$ cat src/rtl/scg_pkg.sv
package scg_pkg;
   localparam int STAT_W = 2;
   typedef enum logic [1:0] {
      ST_OFF = 2'd0,
      ST_FRM = 2'd1,
      ST_CAL = 2'd2,
      ST_DIP = 2'd3
   } scg_state_e;
   localparam logic [STAT_W-1:0] FRAME_WORD  = 2'b11;
   localparam logic [STAT_W-1:0] STARVE_WORD = 2'b10;
endpackage

$ cat src/rtl/scg_stat_fifo.sv
module scg_stat_fifo #(
   parameter int DEPTH  = 4,
   parameter int WORD_W = 2
) (
   input  logic              clk,
   input  logic              rst_n,
   input  logic              flush,
   input  logic              push,
   input  logic [WORD_W-1:0] wdata,
   input  logic              pop,
   output logic [WORD_W-1:0] rdata,
   output logic              empty,
   output logic              ovf,
   output logic              unf
);
   localparam int AW = (DEPTH > 1) ? $clog2(DEPTH) : 1;
   localparam int CW = $clog2(DEPTH + 1);
   localparam logic [CW-1:0] FULL_LVL = CW'(DEPTH);
   localparam logic [AW-1:0] LAST_IDX = AW'(DEPTH - 1);

   generate
      if (DEPTH < 2) begin : g_bad_depth
         $error("scg_stat_fifo: DEPTH must be at least 2");
      end
   endgenerate

   logic [AW-1:0]     rd_q, wr_q;
   logic [CW-1:0]     lvl_q;
   logic              pop_ok, push_ok, full;
   logic [WORD_W-1:0] ent_w [DEPTH];

   assign empty   = (lvl_q == '0);
   assign full    = (lvl_q == FULL_LVL);
   assign pop_ok  = pop && !empty && !flush;
   assign push_ok = push && !flush && (!full || pop_ok);
   assign ovf     = push && !flush && full && !pop_ok;
   assign unf     = pop && empty && !flush;
   assign rdata   = ent_w[rd_q];

   for (genvar i = 0; i < DEPTH; i++) begin : g_ent
      logic [WORD_W-1:0] ent_q;
      always_ff @(posedge clk or negedge rst_n) begin
         if (!rst_n)                          ent_q <= '0;
         else if (push_ok && wr_q == AW'(i))  ent_q <= wdata;
      end
      assign ent_w[i] = ent_q;
   end

   always_ff @(posedge clk or negedge rst_n) begin
      if (!rst_n) begin
         rd_q  <= '0;
         wr_q  <= '0;
         lvl_q <= '0;
      end else if (flush) begin
         rd_q  <= '0;
         wr_q  <= '0;
         lvl_q <= '0;
      end else begin
         if (pop_ok)  rd_q <= (rd_q == LAST_IDX) ? '0 : rd_q + AW'(1);
         if (push_ok) wr_q <= (wr_q == LAST_IDX) ? '0 : wr_q + AW'(1);
         if (push_ok && !pop_ok)      lvl_q <= lvl_q + CW'(1);
         else if (pop_ok && !push_ok) lvl_q <= lvl_q - CW'(1);
      end
   end
endmodule

$ cat src/rtl/scg_cal_seq.sv
module scg_cal_seq
   import scg_pkg::*;
#(
   parameter int CNT_W = 8
) (
   input  logic             clk,
   input  logic             rst_n,
   input  logic             resync_req,
   input  logic             fault,
   input  logic [CNT_W-1:0] cal_len,
   input  logic [CNT_W-1:0] cal_reps,
   output scg_state_e       state,
   output logic             err_flag,
   output logic             flush
);
   localparam int LW = CNT_W + 1;
   localparam logic [LW-1:0] FULL_CNT = {1'b1, {CNT_W{1'b0}}};

   generate
      if (CNT_W < 1) begin : g_bad_cnt
         $error("scg_cal_seq: CNT_W must be at least 1");
      end
   endgenerate

   scg_state_e       state_q, nxt;
   logic [CNT_W-1:0] len_q, reps_q;
   logic [LW-1:0]    slot_q, rep_q, len_eff, reps_eff;
   logic             cfg_ok_q, pend_q, err_q, load, cal_end;

   assign len_eff  = (len_q == '0)  ? FULL_CNT : {1'b0, len_q};
   assign reps_eff = (reps_q == '0) ? FULL_CNT : {1'b0, reps_q};
   assign load     = (state_q == ST_OFF) && (resync_req || !cfg_ok_q);
   assign flush    = (state_q == ST_OFF) && resync_req;
   assign cal_end  = (slot_q == '0) && (rep_q == '0);
   assign state    = state_q;
   assign err_flag = err_q;

   always_comb begin
      nxt = state_q;
      unique case (state_q)
         ST_OFF:  nxt = (resync_req || err_q) ? ST_OFF : ST_FRM;
         ST_FRM:  nxt = ST_CAL;
         ST_CAL:  nxt = cal_end ? ST_DIP : ST_CAL;
         ST_DIP:  nxt = (pend_q || resync_req) ? ST_OFF : ST_FRM;
         default: nxt = ST_OFF;
      endcase
      if (fault) nxt = ST_OFF;
   end

   always_ff @(posedge clk or negedge rst_n) begin
      if (!rst_n) begin
         state_q  <= ST_OFF;
         len_q    <= '0;
         reps_q   <= '0;
         cfg_ok_q <= 1'b0;
         pend_q   <= 1'b0;
         err_q    <= 1'b0;
      end else begin
         state_q <= nxt;
         if (load) begin
            len_q    <= cal_len;
            reps_q   <= cal_reps;
            cfg_ok_q <= 1'b1;
         end
         if (state_q == ST_OFF) pend_q <= 1'b0;
         else if (resync_req)   pend_q <= 1'b1;
         if (fault)      err_q <= 1'b1;
         else if (flush) err_q <= 1'b0;
      end
   end

   always_ff @(posedge clk or negedge rst_n) begin
      if (!rst_n) begin
         slot_q <= '0;
         rep_q  <= '0;
      end else if (state_q == ST_FRM) begin
         slot_q <= len_eff - LW'(1);
         rep_q  <= reps_eff - LW'(1);
      end else if (state_q == ST_CAL) begin
         if (slot_q != '0) begin
            slot_q <= slot_q - LW'(1);
         end else if (rep_q != '0) begin
            rep_q  <= rep_q - LW'(1);
            slot_q <= len_eff - LW'(1);
         end
      end
   end
endmodule

$ cat src/rtl/scg_dip2.sv
module scg_dip2 #(
   parameter int WORD_W = 2
) (
   input  logic              clk,
   input  logic              rst_n,
   input  logic              clr,
   input  logic              acc_en,
   input  logic [WORD_W-1:0] word,
   input  logic              inject,
   input  logic              dip_cyc,
   output logic [WORD_W-1:0] dip_word
);
   logic [WORD_W-1:0] acc;
   logic              inj_d_q, arm_q, rise;

   assign rise = inject && !inj_d_q;

   for (genvar b = 0; b < WORD_W; b++) begin : g_lane
      logic lane_q;
      always_ff @(posedge clk or negedge rst_n) begin
         if (!rst_n)      lane_q <= 1'b0;
         else if (clr)    lane_q <= 1'b0;
         else if (acc_en) lane_q <= lane_q ^ word[b];
      end
      assign acc[b] = lane_q;
   end

   always_ff @(posedge clk or negedge rst_n) begin
      if (!rst_n) begin
         inj_d_q <= 1'b0;
         arm_q   <= 1'b0;
      end else begin
         inj_d_q <= inject;
         arm_q   <= dip_cyc ? rise : (arm_q || rise);
      end
   end

   assign dip_word = ~acc ^ {WORD_W{arm_q}};
endmodule

$ cat src/rtl/status_cal_gen.sv
module status_cal_gen
   import scg_pkg::*;
#(
   parameter int FIFO_DEPTH = 4,
   parameter int CNT_W      = 8
) (
   input  logic             clk,
   input  logic             rst_n,
   input  logic             resync_req,
   input  logic             err_inject,
   input  logic [CNT_W-1:0] cal_len,
   input  logic [CNT_W-1:0] cal_reps,
   input  logic             stat_push,
   input  logic [1:0]       stat_wdata,
   output logic [1:0]       stat_out,
   output logic             stat_disabled,
   output logic             stat_dip_state,
   output logic             fifo_err
);
   scg_state_e        state;
   logic              flush, pop, empty, ovf, unf, fault, err_flag;
   logic [STAT_W-1:0] head, sent, dip_word;

   assign pop   = (state == ST_CAL);
   assign fault = ovf || unf;
   assign sent  = (head == FRAME_WORD) ? STARVE_WORD : head;

   scg_stat_fifo #(.DEPTH(FIFO_DEPTH), .WORD_W(STAT_W)) u_fifo (
      .clk(clk), .rst_n(rst_n), .flush(flush), .push(stat_push),
      .wdata(stat_wdata), .pop(pop), .rdata(head), .empty(empty),
      .ovf(ovf), .unf(unf)
   );

   scg_cal_seq #(.CNT_W(CNT_W)) u_seq (
      .clk(clk), .rst_n(rst_n), .resync_req(resync_req), .fault(fault),
      .cal_len(cal_len), .cal_reps(cal_reps), .state(state),
      .err_flag(err_flag), .flush(flush)
   );

   scg_dip2 #(.WORD_W(STAT_W)) u_dip (
      .clk(clk), .rst_n(rst_n), .clr(state == ST_FRM),
      .acc_en(pop && !empty), .word(sent), .inject(err_inject),
      .dip_cyc(state == ST_DIP), .dip_word(dip_word)
   );

   always_comb begin
      unique case (state)
         ST_CAL:  stat_out = empty ? FRAME_WORD : sent;
         ST_DIP:  stat_out = dip_word;
         default: stat_out = FRAME_WORD;
      endcase
   end

   assign stat_disabled  = (state == ST_OFF);
   assign stat_dip_state = (state == ST_DIP);
   assign fifo_err       = err_flag;
endmodule

$ cat config.mk
export PLATFORM = sky130hd
export DESIGN_NAME = status_cal_gen
export DESIGN_NICKNAME = d
export VERILOG_FILES = /design/src/rtl/scg_pkg.sv /design/src/rtl/scg_stat_fifo.sv /design/src/rtl/scg_cal_seq.sv /design/src/rtl/scg_dip2.sv /design/src/rtl/status_cal_gen.sv
export SDC_FILE = /design/constraint.sdc
export NUM_CORES = 1
export LEC_CHECK = 0
export ABC_AREA = 1
export ABC_CLOCK_PERIOD_IN_PS = 3400
export CORE_MARGIN = 1.5
export CORE_UTILIZATION = 38
export DETAILED_ROUTE_END_ITERATION = 12
export DONT_BUFFER_PORTS = 1
export HOLD_SLACK_MARGIN = 0.15
export PLACE_DENSITY_LB_ADDON = 0.2
export SYNTH_ARGS = -nofsm -noshare
export SYNTH_HDL_FRONTEND = slang
export SYNTH_HIERARCHICAL = 1
export SYNTH_SLANG_ARGS = --single-unit
$ cat constraint.sdc
create_clock -name clk -period 3.4 [get_ports clk]
set_clock_uncertainty 0.05 [all_clocks]
set_input_delay 0.85 -clock clk [delete_from_list [all_inputs] [get_ports clk]]
set_output_delay 0.85 -clock clk [all_outputs]
set_load 0.02 [all_outputs]
# == Word-level counts from Yosys, hierarchy flattened ==
# Index checks and enable logic that the tools add are counted.
# op_classes
n_addsub,8
n_lt_le_gt_ge,1
eq_ne,10
n_mux,39
n_bitwise,5
n_reduce_logical,51
# op_table
operator,n
two-way mux 9 bit,10
subtractor 9 x 1 -> 9 bit (second input constant),4
two-way mux 2 bit,11
logical AND 1 bit,18
zero test 9 bit,2
nonzero test 9 bit,2
zero test 8 bit,2
nonzero test 2 bit,7
equality test 2 bit (second input constant),6
two-way mux 1 bit,12
two-way mux 3 bit,3
one-hot mux 2 bit (4 select lines),1
zero test 1 bit,7
logical OR 1 bit,6
nonzero test 3 bit,2
adder 2 x 1 -> 2 bit (second input constant),2
binary-select mux 2 bit (select 2 bit),1
equality test 2 x 1 -> 1 bit (second input constant),2
zero test 2 bit,2
one-hot mux 2 bit (2 select lines),1
adder 3 x 1 -> 3 bit (second input constant),1
equality test 3 bit (second input constant),1
greater-or-equal comparator 3 bit (second input constant),1
zero test 3 bit,1
other kinds (8),9
# word_totals
register_bits,58
inputBits,23
output_inout_bits,5
elab_cells,133

# == Longest topological paths before layout ==
# depth
word_depth,11
depth_mapped,15
ltp_nobuf,15

# == By module ==
# Netlist, hierarchy kept.
# by_module_without_submodules
mod,instances,cells_each,area_per_inst_um2,seq_area_each_um2
scg_cal_seq,1,318,2387.3,975.9
scg_stat_fifo,1,107,855.8,375.4
scg_dip2,1,18,176.4,100.1
status_cal_gen,1,20,83.8,0.0

# == Worst setup path before layout ==
# Ideal clock, no wire load.
# synth_path
path_type,in2reg
start,input port resync_req
end,register u_fifo.lvl_q[2]
setup_ps,117
t_arrival_ps,1998
t_required_ps,3233
setup_slack_ps,1235
stages,13
n_path_buf,0
path_cell_list,nand2_1 > inv_1 > inv_2 > nand2_4 > inv_2 > nand2_2 > nand3_2 > inv_1 > fa_1 > inv_1 > nand2_1 > nand3_1 > nand2_1
# synth_between
elab_chain_len,8
word_cells_on_any_way,13
cone_classes,mux: 2; reduce/logical: 11
# synth_lines
element,line_no,text
"start, declared",status_cal_gen.sv:9,"input logic resync_req,"
logical AND 1 bit (*),scg_cal_seq.sv:33,assign flush = (state_q == ST_OFF) && resync_req;
named net flush,status_cal_gen.sv:21,"logic flush, pop, empty, ovf, unf, fault, err_flag;"
zero test 1 bit,"scg_stat_fifo.sv:34, scg_stat_fifo.sv:35",
logical AND 1 bit,scg_stat_fifo.sv:34,assign pop_ok = pop && !empty && !flush;
logical OR 1 bit,scg_stat_fifo.sv:35,assign push_ok = push && !flush && (!full || pop_ok);
logical AND 1 bit,scg_stat_fifo.sv:35,
logical AND 1 bit / zero test 1 bit (equally long branches),"scg_stat_fifo.sv:61, scg_stat_fifo.sv:62",
two-way mux 3 bit / logical AND 1 bit (equally long branches),"scg_stat_fifo.sv:61, scg_stat_fifo.sv:62",
two-way mux 3 bit / nonzero test 3 bit (equally long branches),--,
"end signal, assigned",scg_stat_fifo.sv:61,if (push_ok && !pop_ok) lvl_q <= lvl_q + CW'(1);
"end signal, assigned",scg_stat_fifo.sv:62,else if (pop_ok && !push_ok) lvl_q <= lvl_q - CW'(1);
"end, declared",scg_stat_fifo.sv:28,logic [CW-1:0] lvl_q;
# Mark *: on every way through the listed nets, which the timed path passes. The rest lies on a longest branch.
# A chain may end at the register's enable or synchronous reset.

# == Final worst setup path ==
# layout_path
start,register u_fifo.rd_q[0]
end,output port stat_out[0]
# layout_between
elab_chain_len,8
# layout_lines
element,line_no,text
"start, declared",scg_stat_fifo.sv:27,"logic [AW-1:0] rd_q, wr_q;"
"start signal, assigned",scg_stat_fifo.sv:59,if (pop_ok) rd_q <= (rd_q == LAST_IDX) ? '0 : rd_q + AW'(1);
inverter 2 -> 3 bit (implied by the code),scg_stat_fifo.sv:38,assign rdata = ent_w[rd_q];
binary-select mux 2 bit (select 2 bit),scg_stat_fifo.sv:38,
two-way mux 2 bit (implied by the code) (2 in series),scg_stat_fifo.sv:38,
named net head[1],status_cal_gen.sv:22,"logic [STAT_W-1:0] head, sent, dip_word;"
equality test 2 bit,status_cal_gen.sv:26,assign sent = (head == FRAME_WORD) ? STARVE_WORD : head;
two-way mux 2 bit,status_cal_gen.sv:26,
named net sent[0],status_cal_gen.sv:22,
two-way mux 2 bit,status_cal_gen.sv:48,ST_CAL: stat_out = empty ? FRAME_WORD : sent;
one-hot mux 2 bit (2 select lines),status_cal_gen.sv:47,unique case (state)
"end, declared",status_cal_gen.sv:15,"output logic [1:0] stat_out,"
# The timed path passes the listed nets, and every way through them passes these cells. The select of a mux whose other input is x is not followed.

==> run metrics <==
Mapped Nets=498; CP Capture Type=primary output; worst vdd ir=0.306 mV; Area growth, synth to finish=8.25%; Worst Tran Pin Value=slightly below 0.8 ns; worst skew pair latency=roughly 0.35 ns; Crit path arrival time=1.77 ns; Yosys reg bits=58; FF/Latch Area=1450 um2; Avg Inst Size Synth=7.57 um2; FILL cells=between 800 and 900; Final ANT Viol Nets=0; CP Class=reg2out; NumNets Final=502; WL final=a little over 7000 um; fin area=~3800 um2; Async SR Flop Fraction=1.00; DRC=0; post-synthesis sequential area ratio=0.414; die height=99.0 um; type of the tightest min-delay check=in2async; row cnt=34; Worst R2R Path Depth=10; clock buffer depth=2; global route overflow=0; post-synthesis instance area=3500 um2; Tmin final=2.67 ns; ant diodes=0; status=finished clean; GP Congestion=0.841; GRT Util Overall=0.155; fmax=374 MHz; Initial Util=0.398; I/O pins=28; CTS sink count=58; DR vias=2821; Final TNS setup=0 ns; cell taking the most area after synthesis=dfrtp_1; most numerous cell in the Yosys netlist=nand2_1; number of synthesized flops with an enable pin=0; pin count of the biggest net entering global routing=59; GR Util met1=0.197; Core Box Area=~8800 um2; Main synth FF type=dfrtp_1; Tcrit/Tclk final=0.786; Leak=approximately 1.9 nW; vias in the first global route=2625; HPWL after DPL=5270 um; Placed Instances=roughly 560; hold slack=approximately 0.32 ns; final setup violation count=0; CTS tree=yes; met3 global-route usage=0.0404; Post-Syn Instances=463; top cell type's share of synthesized area=0.414; IO buf count=0; Synth cell types=33; Yosys warnings=6; ratio of cells with drive above 1 in the final layout=0.142; initial antenna violation count=0; Post-CTS Resized=0; CP max FO=7; most used routing layer=met2; final non-filler cell total=579; pwr dens=1010 nW/um2; Max-slew headroom=0.486; Worst R2R Start=u_seq/state[1]; Die ar.=9800 um2; MaxCap Viol Count=0; root buf cell=clkbuf_8; DIE WIDTH=between 90 and 100 um; capturing point of the worst reg2reg path=u_seq/rep_q[8]; dpl ws=0.934 ns; CTS clk-pin slew, worst paths=0.07 ns; initial drt markers=about 140; synth cell count leaders=105 x nand2_1, 61 x nor2_1, 60 x inv_1; RSZ-0062 raised after global routing=no; drt wl/cell=12.2 um; DP Area=3580 um2; Required @ worst endpoint=2.50 ns; CTS buffer count=9; reg2reg setup slack=0.92 ns; crit path launch=u_fifo/rd_q[0]; final hold viol count=0; multi-input logic area=~1700 um2; Startpoint Class=register; via density per instance=4.87; max-slew violations=0; DR pass1 iterations=4; Critical Path End=stat_out[0]; Synth area leaders=dfrtp_1 41%, nand2_1 11%, nor2_1 6.5%; H-Tree Depth=3; met2 layer usage reported by global route=0.251; post-route setup slack=0.728 ns; first-pass GRT wire length=~12000 um
cell families (layout without fill, tap and decap cells):
logic type,Yosys count,after routing,synth area share
compound gates,71,71,0.116
xor+xnor,10,10,0.0250
fa+ha+maj,12,12,0.0450
buf+inv,78,86,0.0950
flops,58,58,0.414
mux,3,3,0.00964
simple gates,231,231,0.295
through the flow:
step	total power [W]	utilization
3_5_place_dp	0.00324	0.406
6_report	0.00384	0.431
4_1_cts	0.00389	0.431
3_3_place_gp	0.00320	0.406
5_1_grt	0.00425	0.431
2_1_floorplan	0.00291	-
cell type report:
cell class / count / area share
multi-input cells: 327 / 0.454
inverters: 69 / 0.0683
well taps: 108 / 0.0356
clock inverters: 2 / 0.00264
flip-flops and latches: 58 / 0.383
repair buffers: 2 / 0.00924
clock buffers: 13 / 0.0472
layer usage:
layer / share of wire / wire [um]
met5: 0 / 0
met4: 0.018 / 129
met3: 0.034 / 240
met2: 0.48 / 3370
met1: 0.47 / 3330
critical path: stages (launching register included):
cell and delay, ns:
dfrtp_1 0.44, inv_1 0.10, o21ai_0 0.17, o22ai_1 0.14
nor2_1 0.21, nor2_1 0.07, nor2_1 0.31
worst min path at each step:
stage                           endpoint  slack (ns)
after floorplan              u_dip/arm_q        0.36
after global placement       u_dip/arm_q        0.37
after detailed placement     u_dip/arm_q        0.38
after CTS                 u_seq/len_q[3]        0.32
after global routing      u_seq/len_q[2]        0.33
final                     u_seq/len_q[3]        0.32
timing repair:
| item | 4_1_cts | 5_1_grt |
|---|---|---|
| hold buffers | 1 | 0 |
| setup buffers | 0 | 0 |
| endpoints found under the hold margin | 58 | 0 |
registers in the layout (all words and copies together), names as in the netlist:
name and count:
u_seq/rep_q 9, u_seq/slot_q 9, u_fifo/g_ent.ent_q 8, u_seq/len_q 8
u_seq/reps_q 8, u_fifo/lvl_q 3, u_dip/g_lane.lane_q 2, u_fifo/rd_q 2
u_fifo/wr_q 2, u_seq/state 2, u_dip/arm_q 1, u_dip/inj_d_q 1
u_seq/cfg_ok_q 1, u_seq/err_flag 1, u_seq/pend_q 1
layout by cell type (no fill, tap or decap):
cell type and n:
a21oi_1 21, a21oi_2 1, a31oi_1 1, buf_16 1, buf_4 1, clkbuf_8 13
clkinv_2 2, dfrtp_1 58, fa_1 1, ha_1 11, inv_1 60, inv_2 9
mux2_2 3, nand2_1 105, nand2_2 10, nand2_4 1, nand3_1 28, nand3_2 6
nand3b_1 1, nand4_1 6, nor2_1 61, nor2_2 6, nor2_4 1, nor3_1 3
nor3_4 1, o21a_1 1, o21ai_0 24, o21ai_1 9, o21ai_2 9, o22ai_1 4
o22ai_2 1, or2_2 2, xnor2_1 7, xor2_1 3
power by group:
part           switching [W]  internal (W)
Clock               0.000273      0.000338
Sequential          0.000262       0.00100
Combinational        0.00126      0.000701
(Power assumes the default switching activity.)
